## src/rtl/sf_pkg.sv

```systemverilog
// Shared constants and types for the spike filter.
package sf_pkg;
    // Number of cascaded divide-by-two stages (gives /2 .. /16).
    localparam int unsigned DIV_STAGES  = 4;
    // Depth of the input synchronizer.
    localparam int unsigned SYNC_DEPTH  = 2;
    // Depth of the agreement delay chain.
    localparam int unsigned AGREE_DEPTH = 2;

    // Encoding of the divide select.
    typedef enum logic [1:0] {
        DIV_BY_2  = 2'd0,
        DIV_BY_4  = 2'd1,
        DIV_BY_8  = 2'd2,
        DIV_BY_16 = 2'd3
    } div_sel_e;
endpackage

```

## src/rtl/sf_sync.sv

```systemverilog
// sf_sync: multi-flop synchronizer that brings the raw line into the
// reference clock domain.
// Assumes: the input may change at any time; the output is used only
// inside the clk_ref domain.
module sf_sync #(
    parameter int unsigned DEPTH = sf_pkg::SYNC_DEPTH
) (
    input  logic clk,
    input  logic rst_n,
    input  logic din,
    output logic dout
);
    logic [DEPTH-1:0] ff_q;

    // Shift the raw level through DEPTH flops; clear on reset.
    always_ff @(posedge clk) begin
        if (!rst_n) ff_q <= '0;
        else        ff_q <= {ff_q[DEPTH-2:0], din};
    end

    assign dout = ff_q[DEPTH-1];
endmodule

```

## src/rtl/sf_strobe_gen.sv

```systemverilog
// sf_strobe_gen: cascaded binary divider.
// Stage k raises a one-cycle strobe every 2^(k+1) reference cycles.
// Assumes: STAGES >= 1. All strobes coincide on the cycle when the
// slowest one fires.
module sf_strobe_gen #(
    parameter int unsigned STAGES = sf_pkg::DIV_STAGES
) (
    input  logic              clk,
    input  logic              rst_n,
    output logic [STAGES-1:0] stb
);
    logic [STAGES-1:0] cnt_q;

    // Free-running divide counter; cleared on reset.
    always_ff @(posedge clk) begin
        if (!rst_n) cnt_q <= '0;
        else        cnt_q <= cnt_q + 1'b1;
    end

    genvar k;
    generate
        for (k = 0; k < STAGES; k++) begin : g_stage
            // Stage k fires when all lower counter bits are set.
            assign stb[k] = &cnt_q[k:0];


            strobe_single_cycle_chk: assert property (
                @(posedge clk) disable iff (!rst_n)
                stb[k] |=> !stb[k]
            );
        end
    endgenerate
endmodule

```

## src/rtl/sf_strobe_sel.sv

```systemverilog
// sf_strobe_sel: picks one divider strobe.
// Assumes: stb_in[STAGES-1] is the slowest strobe and coincides with all
// the others. The select is re-applied only then, so a period is never cut
// short or stretched.
module sf_strobe_sel #(
    parameter int unsigned STAGES = sf_pkg::DIV_STAGES,
    localparam int unsigned SEL_W = (STAGES > 1) ? $clog2(STAGES) : 1
) (
    input  logic              clk,
    input  logic              rst_n,
    input  logic [STAGES-1:0] stb_in,
    input  logic [SEL_W-1:0]  sel,
    output logic              stb_out
);
    logic [SEL_W-1:0] sel_q;

    // Adopt a new select only on the slowest strobe boundary.
    always_ff @(posedge clk) begin
        if (!rst_n)                  sel_q <= '0;
        else if (stb_in[STAGES-1])   sel_q <= sel;
    end

    // Route the chosen strobe to the filter.
    assign stb_out = stb_in[sel_q];


    sel_boundary_chk: assert property (
        @(posedge clk) disable iff (!rst_n)
        ($past(rst_n) && !$past(stb_in[STAGES-1])) |-> $stable(sel_q)
    );
endmodule

```

## src/rtl/sf_agree.sv

```systemverilog
// sf_agree: delay chain sampled on the strobe, plus an output that follows
// only a unanimous chain.
// Assumes: stb is one cycle wide. din is already synchronized.
module sf_agree #(
    parameter int unsigned DEPTH = sf_pkg::AGREE_DEPTH
) (
    input  logic clk,
    input  logic rst_n,
    input  logic stb,
    input  logic din,
    output logic dout
);
    logic [DEPTH-1:0] tap_q;
    logic             out_q;
    logic             all_hi;
    logic             all_lo;

    // Shift a new sample into the chain on each strobe.
    always_ff @(posedge clk) begin
        if (!rst_n)   tap_q <= '0;
        else if (stb) tap_q <= {tap_q[DEPTH-2:0], din};
    end

    // Decode unanimous high and unanimous low.
    always_comb begin
        all_hi = &tap_q;
        all_lo = ~|tap_q;
    end

    // Move the output only to a level that every stage holds.
    always_ff @(posedge clk) begin
        if (!rst_n)      out_q <= 1'b0;
        else if (all_hi) out_q <= 1'b1;
        else if (all_lo) out_q <= 1'b0;
    end

    assign dout = out_q;


    taps_on_strobe_chk: assert property (
        @(posedge clk) disable iff (!rst_n)
        ($past(rst_n) && !$past(stb)) |-> $stable(tap_q)
    );


    out_needs_agreement_chk: assert property (
        @(posedge clk) disable iff (!rst_n)
        ($past(rst_n) && (out_q != $past(out_q)))
            |-> ($past(tap_q) == {DEPTH{out_q}})
    );


    reset_clears_chk: assert property (
        @(posedge clk)
        !$past(rst_n) |-> (out_q == 1'b0 && tap_q == '0)
    );
endmodule

```

## src/rtl/spike_filter.sv

```systemverilog
// spike_filter: top of the sampled-clock glitch suppression filter.
// Path: raw line -> synchronizer -> delay chain sampled on the selected
// divided strobe -> agreement output.
// Assumes: a single reference clock; reset is synchronous, active low.
module spike_filter #(
    parameter int unsigned STAGES     = sf_pkg::DIV_STAGES,
    parameter int unsigned SYNC_DEPTH = sf_pkg::SYNC_DEPTH,
    parameter int unsigned TAP_DEPTH  = sf_pkg::AGREE_DEPTH,
    localparam int unsigned SEL_W     = (STAGES > 1) ? $clog2(STAGES) : 1
) (
    input  logic             clk_ref,
    input  logic             rst_n,
    input  logic             line_raw,
    input  logic [SEL_W-1:0] rate_sel,
    output logic             line_clean
);
    logic [STAGES-1:0] stb_all;
    logic              stb_pick;
    logic              line_sync;

    sf_sync #(.DEPTH(SYNC_DEPTH)) u_sync (
        .clk   (clk_ref),
        .rst_n (rst_n),
        .din   (line_raw),
        .dout  (line_sync)
    );

    sf_strobe_gen #(.STAGES(STAGES)) u_div (
        .clk   (clk_ref),
        .rst_n (rst_n),
        .stb   (stb_all)
    );

    sf_strobe_sel #(.STAGES(STAGES)) u_sel (
        .clk     (clk_ref),
        .rst_n   (rst_n),
        .stb_in  (stb_all),
        .sel     (rate_sel),
        .stb_out (stb_pick)
    );

    sf_agree #(.DEPTH(TAP_DEPTH)) u_agree (
        .clk   (clk_ref),
        .rst_n (rst_n),
        .stb   (stb_pick),
        .din   (line_sync),
        .dout  (line_clean)
    );
endmodule

```

## config.mk

```make
export PLATFORM = sky130hd
export DESIGN_NAME = spike_filter
export DESIGN_NICKNAME = d
export VERILOG_FILES = /design/src/rtl/sf_pkg.sv /design/src/rtl/sf_sync.sv /design/src/rtl/sf_strobe_gen.sv /design/src/rtl/sf_strobe_sel.sv /design/src/rtl/sf_agree.sv /design/src/rtl/spike_filter.sv
export SDC_FILE = /design/constraint.sdc
export NUM_CORES = 1
export LEC_CHECK = 0
export CAP_MARGIN = 20
export CORE_UTILIZATION = 33
export DETAILED_ROUTE_END_ITERATION = 8
export MAX_ROUTING_LAYER = met4
export PLACE_DENSITY = 0.59
export SYNTH_ARGS = -nofsm -noshare
export SYNTH_HDL_FRONTEND = slang
export SYNTH_HIERARCHICAL = 1
export SYNTH_SLANG_ARGS = --single-unit
```

## constraint.sdc

```tcl
create_clock -name clk_ref -period 2.9 [get_ports clk_ref]
set_input_delay 0.58 -clock clk_ref [delete_from_list [all_inputs] [get_ports clk_ref]]
set_output_delay 0.58 -clock clk_ref [all_outputs]
set_load 0.02 [all_outputs]
```

# == Word-level counts from Yosys, hierarchy flattened ==
# Cells that the tools add are included.
# totals
ff_bits,11
in_bits,5
out_inout_bits,1
word_cells,17
# op_classes
add_sub_neg,1
magnitude_cmp,1
eq_ne,1
mux,4
reduce_logical,5
# ops
cell,n
adder 4 x 1 -> 4 bit (second input constant),1
AND reduction 2 bit,2
AND reduction 4 bit,1
less-than comparator 2 x 3 -> 1 bit (second input constant),1
2-to-1 mux 1 bit,3
AND reduction 3 bit,1
binary-select mux 1 bit (select 2 bit),1
inequality test 2 x 1 -> 1 bit (second input constant),1
OR reduction 2 bit,1

# == Longest topological paths before layout ==
# depth
word_depth,3
depth_mapped,5
depth_no_buf,5

# == Hierarchy ==
# Netlist, hierarchy kept.
# modules_own_cells
module,instances,cells_each,area_each_um2,seq_area_each_um2
sf_strobe_gen,1,15,165.2,80.1
sf_agree,1,10,121.4,60.1
sf_strobe_sel,1,7,95.1,40.0
sf_sync,1,4,52.6,40.0

# == Worst setup path after synthesis ==
# No wires, ideal clock.
# synth_timing
kind,register to register
start,register u_div.cnt_q[0]
end,register u_agree.tap_q[0]
setup_time_ps,116
t_arrival_ps,1439
required_ps,2784
slack_ps,1345
path_stages_with_launch,6
n_path_buf,0
period_less_slack_ps,1555
path_cell_list,dfxtp_1 > ha_1 > and3_1 > mux4_2 > mux2i_1 > nor2b_1
# synth_between
elab_chain_len,3
word_cells_on_any_way,5
cone_classes,mux: 2; reduce/logical: 3
# synth_rtl
element,line,rtl
from (decl),sf_strobe_gen.sv:12,logic [STAGES-1:0] cnt_q;
from (signal assigned),sf_strobe_gen.sv:17,else cnt_q <= cnt_q + 1'b1;
AND reduction 2 bit,sf_strobe_gen.sv:24,assign stb[k] = &cnt_q[k:0];
named net stb_all[1],spike_filter.sv:17,logic [STAGES-1:0] stb_all;
binary-select mux 1 bit (select 2 bit),sf_strobe_sel.sv:24,assign stb_out = stb_in[sel_q];
2-to-1 mux 1 bit (implied by the code),sf_strobe_sel.sv:24,
named net stb_pick,spike_filter.sv:18,logic stb_pick;
to (signal assigned),sf_agree.sv:21,"else if (stb) tap_q <= {tap_q[DEPTH-2:0], din};"
to (decl),sf_agree.sv:13,logic [DEPTH-1:0] tap_q;
# The timed path passes the listed nets, and every way through them passes these cells. The select of a mux whose other input is x is not followed.
# A chain may end at the register's enable or synchronous reset.

# == Worst setup path after layout ==
# layout_timing
start,"register u_agree.out_q, in the netlist u_agree/dout"
end,output port line_clean
# layout_rtl
element,line,rtl
from (decl),sf_agree.sv:14,logic out_q;
from (signal assigned),sf_agree.sv:32,if (!rst_n) out_q <= 1'b0;
from (signal assigned),sf_agree.sv:33,else if (all_hi) out_q <= 1'b1;
from (signal assigned),sf_agree.sv:34,else if (all_lo) out_q <= 1'b0;
to (decl),spike_filter.sv:15,output logic line_clean
# No word-level cell between the ends.

==> run summary <==
Largest delay share family, worst path -> buffers and inverters
worst rel slew slack -> 0.797
maximum vdd drop -> 0.000249 V
Slew Viols, Final -> 0
TritonRoute pass-1 iters -> 2
crit path buf inv count -> 1
worst slack, placed -> 1.25 ns
crit-path cells -> clkdlybuf4s50_1
period utilisation layout -> 0.609
Final nets -> 53
CTS Buf Count -> 3
Lkg Pwr -> 0.214 nW
HPWL Detailed -> 464 um
Clock Sinks -> 11
Max FO, Critical Path -> 2
Post-Syn Instances -> 36
max_cap viols -> 0
first-pass GRT wire length -> 1.15 mm
cts hold-fix bufs -> 0
CP endpoint kind -> output port
Comb power frac -> 0.066
worst slew pin tran -> 0.304 ns
1st-iter DRT viols -> 2
antenna cells -> 0
design area -> 520 sq um
Seq pwr share -> 0.575
Routed Antenna Nets -> 0
worst skew pair latency -> 0.26 ns
PostCTS Resize Cnt -> 0
Avg WL per Cell -> 10.8 um
Final Non-Filler Cells -> 58
Pwr Density -> 533 mW/mm^2
largest net degree at the start of global routing -> 13
Fin. Hold Viols -> 0
status -> finished, final reports clean
final worst path period need -> 1.76 ns
fraction of layout cells with a size suffix above 1 -> 0.114
clock share of power -> 0.359
R2R Setup Slk -> 1.23 ns
register bit total from synthesis -> 11
Die X -> 38.3 um
arrival time at the worst endpoint -> 1.18 ns
setup TNS -> 0 ns
Setup Skew -> 0.00156 ns
unrepaired setup endpoints after global routing -> false
slowest stage delay, CP -> 0.60 ns
CTS Root Cell -> clkbuf_4
Core Region -> 0.00117 sq mm
All-Layer GR Usage -> 0.129
NetSw -> 55.7 uW
Clock Path Buffers -> 2
num rows -> 12
routability cong. -> 0.767
H-tree levels -> 1
Final Power -> 277 uW
Sw Ratio -> 0.201
f_max -> 0.567 GHz
post-layout util -> 0.444
Ys Warns -> 6
Int Pwr -> 222 uW
post-placement cell count -> 54
clock-pin slew on the worst setup and hold paths -> 0.07 ns
chip height -> 38.3 um
Yosys cell types -> 12
Worst Hold Class -> reg -> reg
Seq/Total Area, Yosys -> 0.507
CP Class -> reg -> out
final setup vio count -> 0
Syn Area/Cell -> 12.1 sq um
initial antenna violation count -> 0
placed inst area -> 494 sq um
Worst Path Required -> 2.32 ns
PortBufs -> 5
Startpoint Class -> register
hold_ws -> 0.451 ns
Ports -> 6
DRC -> 0
post-CTS setup buffers -> 0
syn_nets -> 44
die footprint -> 0.00146 sq mm
vias -> 260
Mapped Area -> 434 sq um
Routed WL -> 626 um
Initial Util -> 0.371
TritonCTS clock tree -> done
vias in the first global route -> 278
global route total overflow -> 0
Area Overhead vs Synth -> 19.9%
CP max-delay cell -> clkdlybuf4s50_1
Final WS setup -> 1.14 ns
DR vias/cell -> 4.48
-- layout by cell type (no fill, tap or decap), types with 3 or more instances in the layout --
| master | instances |
|---|---|
| clkbuf_4 | 3 |
| clkdlybuf4s50_1 | 5 |
| nor2b_1 | 5 |
| and2_1 | 4 |
| mux2i_1 | 6 |
| ha_1 | 3 |
| dfxtp_1 | 11 |
-- metal layers --
metal,part of all wire,GRT usage,up-vias
met1,0.45,0.129,115
met3,0.038,0.0523,0
met4,0,0.0804,0
li1,-,-,139
met5,0,-,-
met2,0.51,0.208,6
-- registers in the layout, summed over array words and instances (netlist names) --
| register | cells |
|---|---|
| u_agree/dout | 1 |
| u_agree/tap_q | 2 |
| u_div/cnt_q | 4 |
| u_sel/sel_q | 2 |
| u_sync/ff_q | 2 |
-- power groups by stage --
stage                     sequential, mW  combinational [mW]  clock, mW
after global routing               0.160              0.0213      0.111
final                              0.159              0.0184     0.0994
after global placement             0.163              0.0176          0
after floorplan                    0.162              0.0110          0
after detailed placement           0.163              0.0188          0
after CTS                          0.159              0.0191      0.104
-- area by class of cell --
cell class / count / area [sq um]
Clock buffer: 4 / 26.3
Fill cell: 119 / 651
Multi-Input combinational cell: 24 / 206
Sequential cell: 11 / 220
Tap cell: 14 / 17.5
Timing Repair Buffer: 5 / 50.0
-- final timing paths --
| kind | to | cells past startpoint | startpoint |
|---|---|---|---|
| hold reg to reg | u_sync/ff_q[1] | 1 | u_sync/ff_q[0] |
| setup / recovery | line_clean | 1 | u_agree/dout |
| hold / removal | u_sync/ff_q[1] | 1 | u_sync/ff_q[0] |
| setup reg to reg | u_agree/tap_q[1] | 5 | u_div/cnt_q[0] |
-- cell families (layout without fill, tap and decap cells) --
logic type    count (synthesis)  count (layout)  share of synthesized area
flops                        11              11                      0.507
buf+inv                       1               9                     0.0173
simple gates                 14              14                      0.199
fa+ha+maj                     3               3                     0.0865
mux                           7               7                      0.190
-- synth_stat cells --
cell type	n	area (sq um)
and2_1	4	25.0
and2b_2	1	8.76
and3_1	1	6.26
buf_4	1	7.51
dfxtp_1	11	220
ha_1	3	37.5
mux2i_1	6	60.1
mux4_2	1	22.5
nand2_1	1	3.75
nand2b_1	1	6.26
nand3_1	1	5.00
nor2b_1	5	31.3
(Power assumes the default switching activity.)
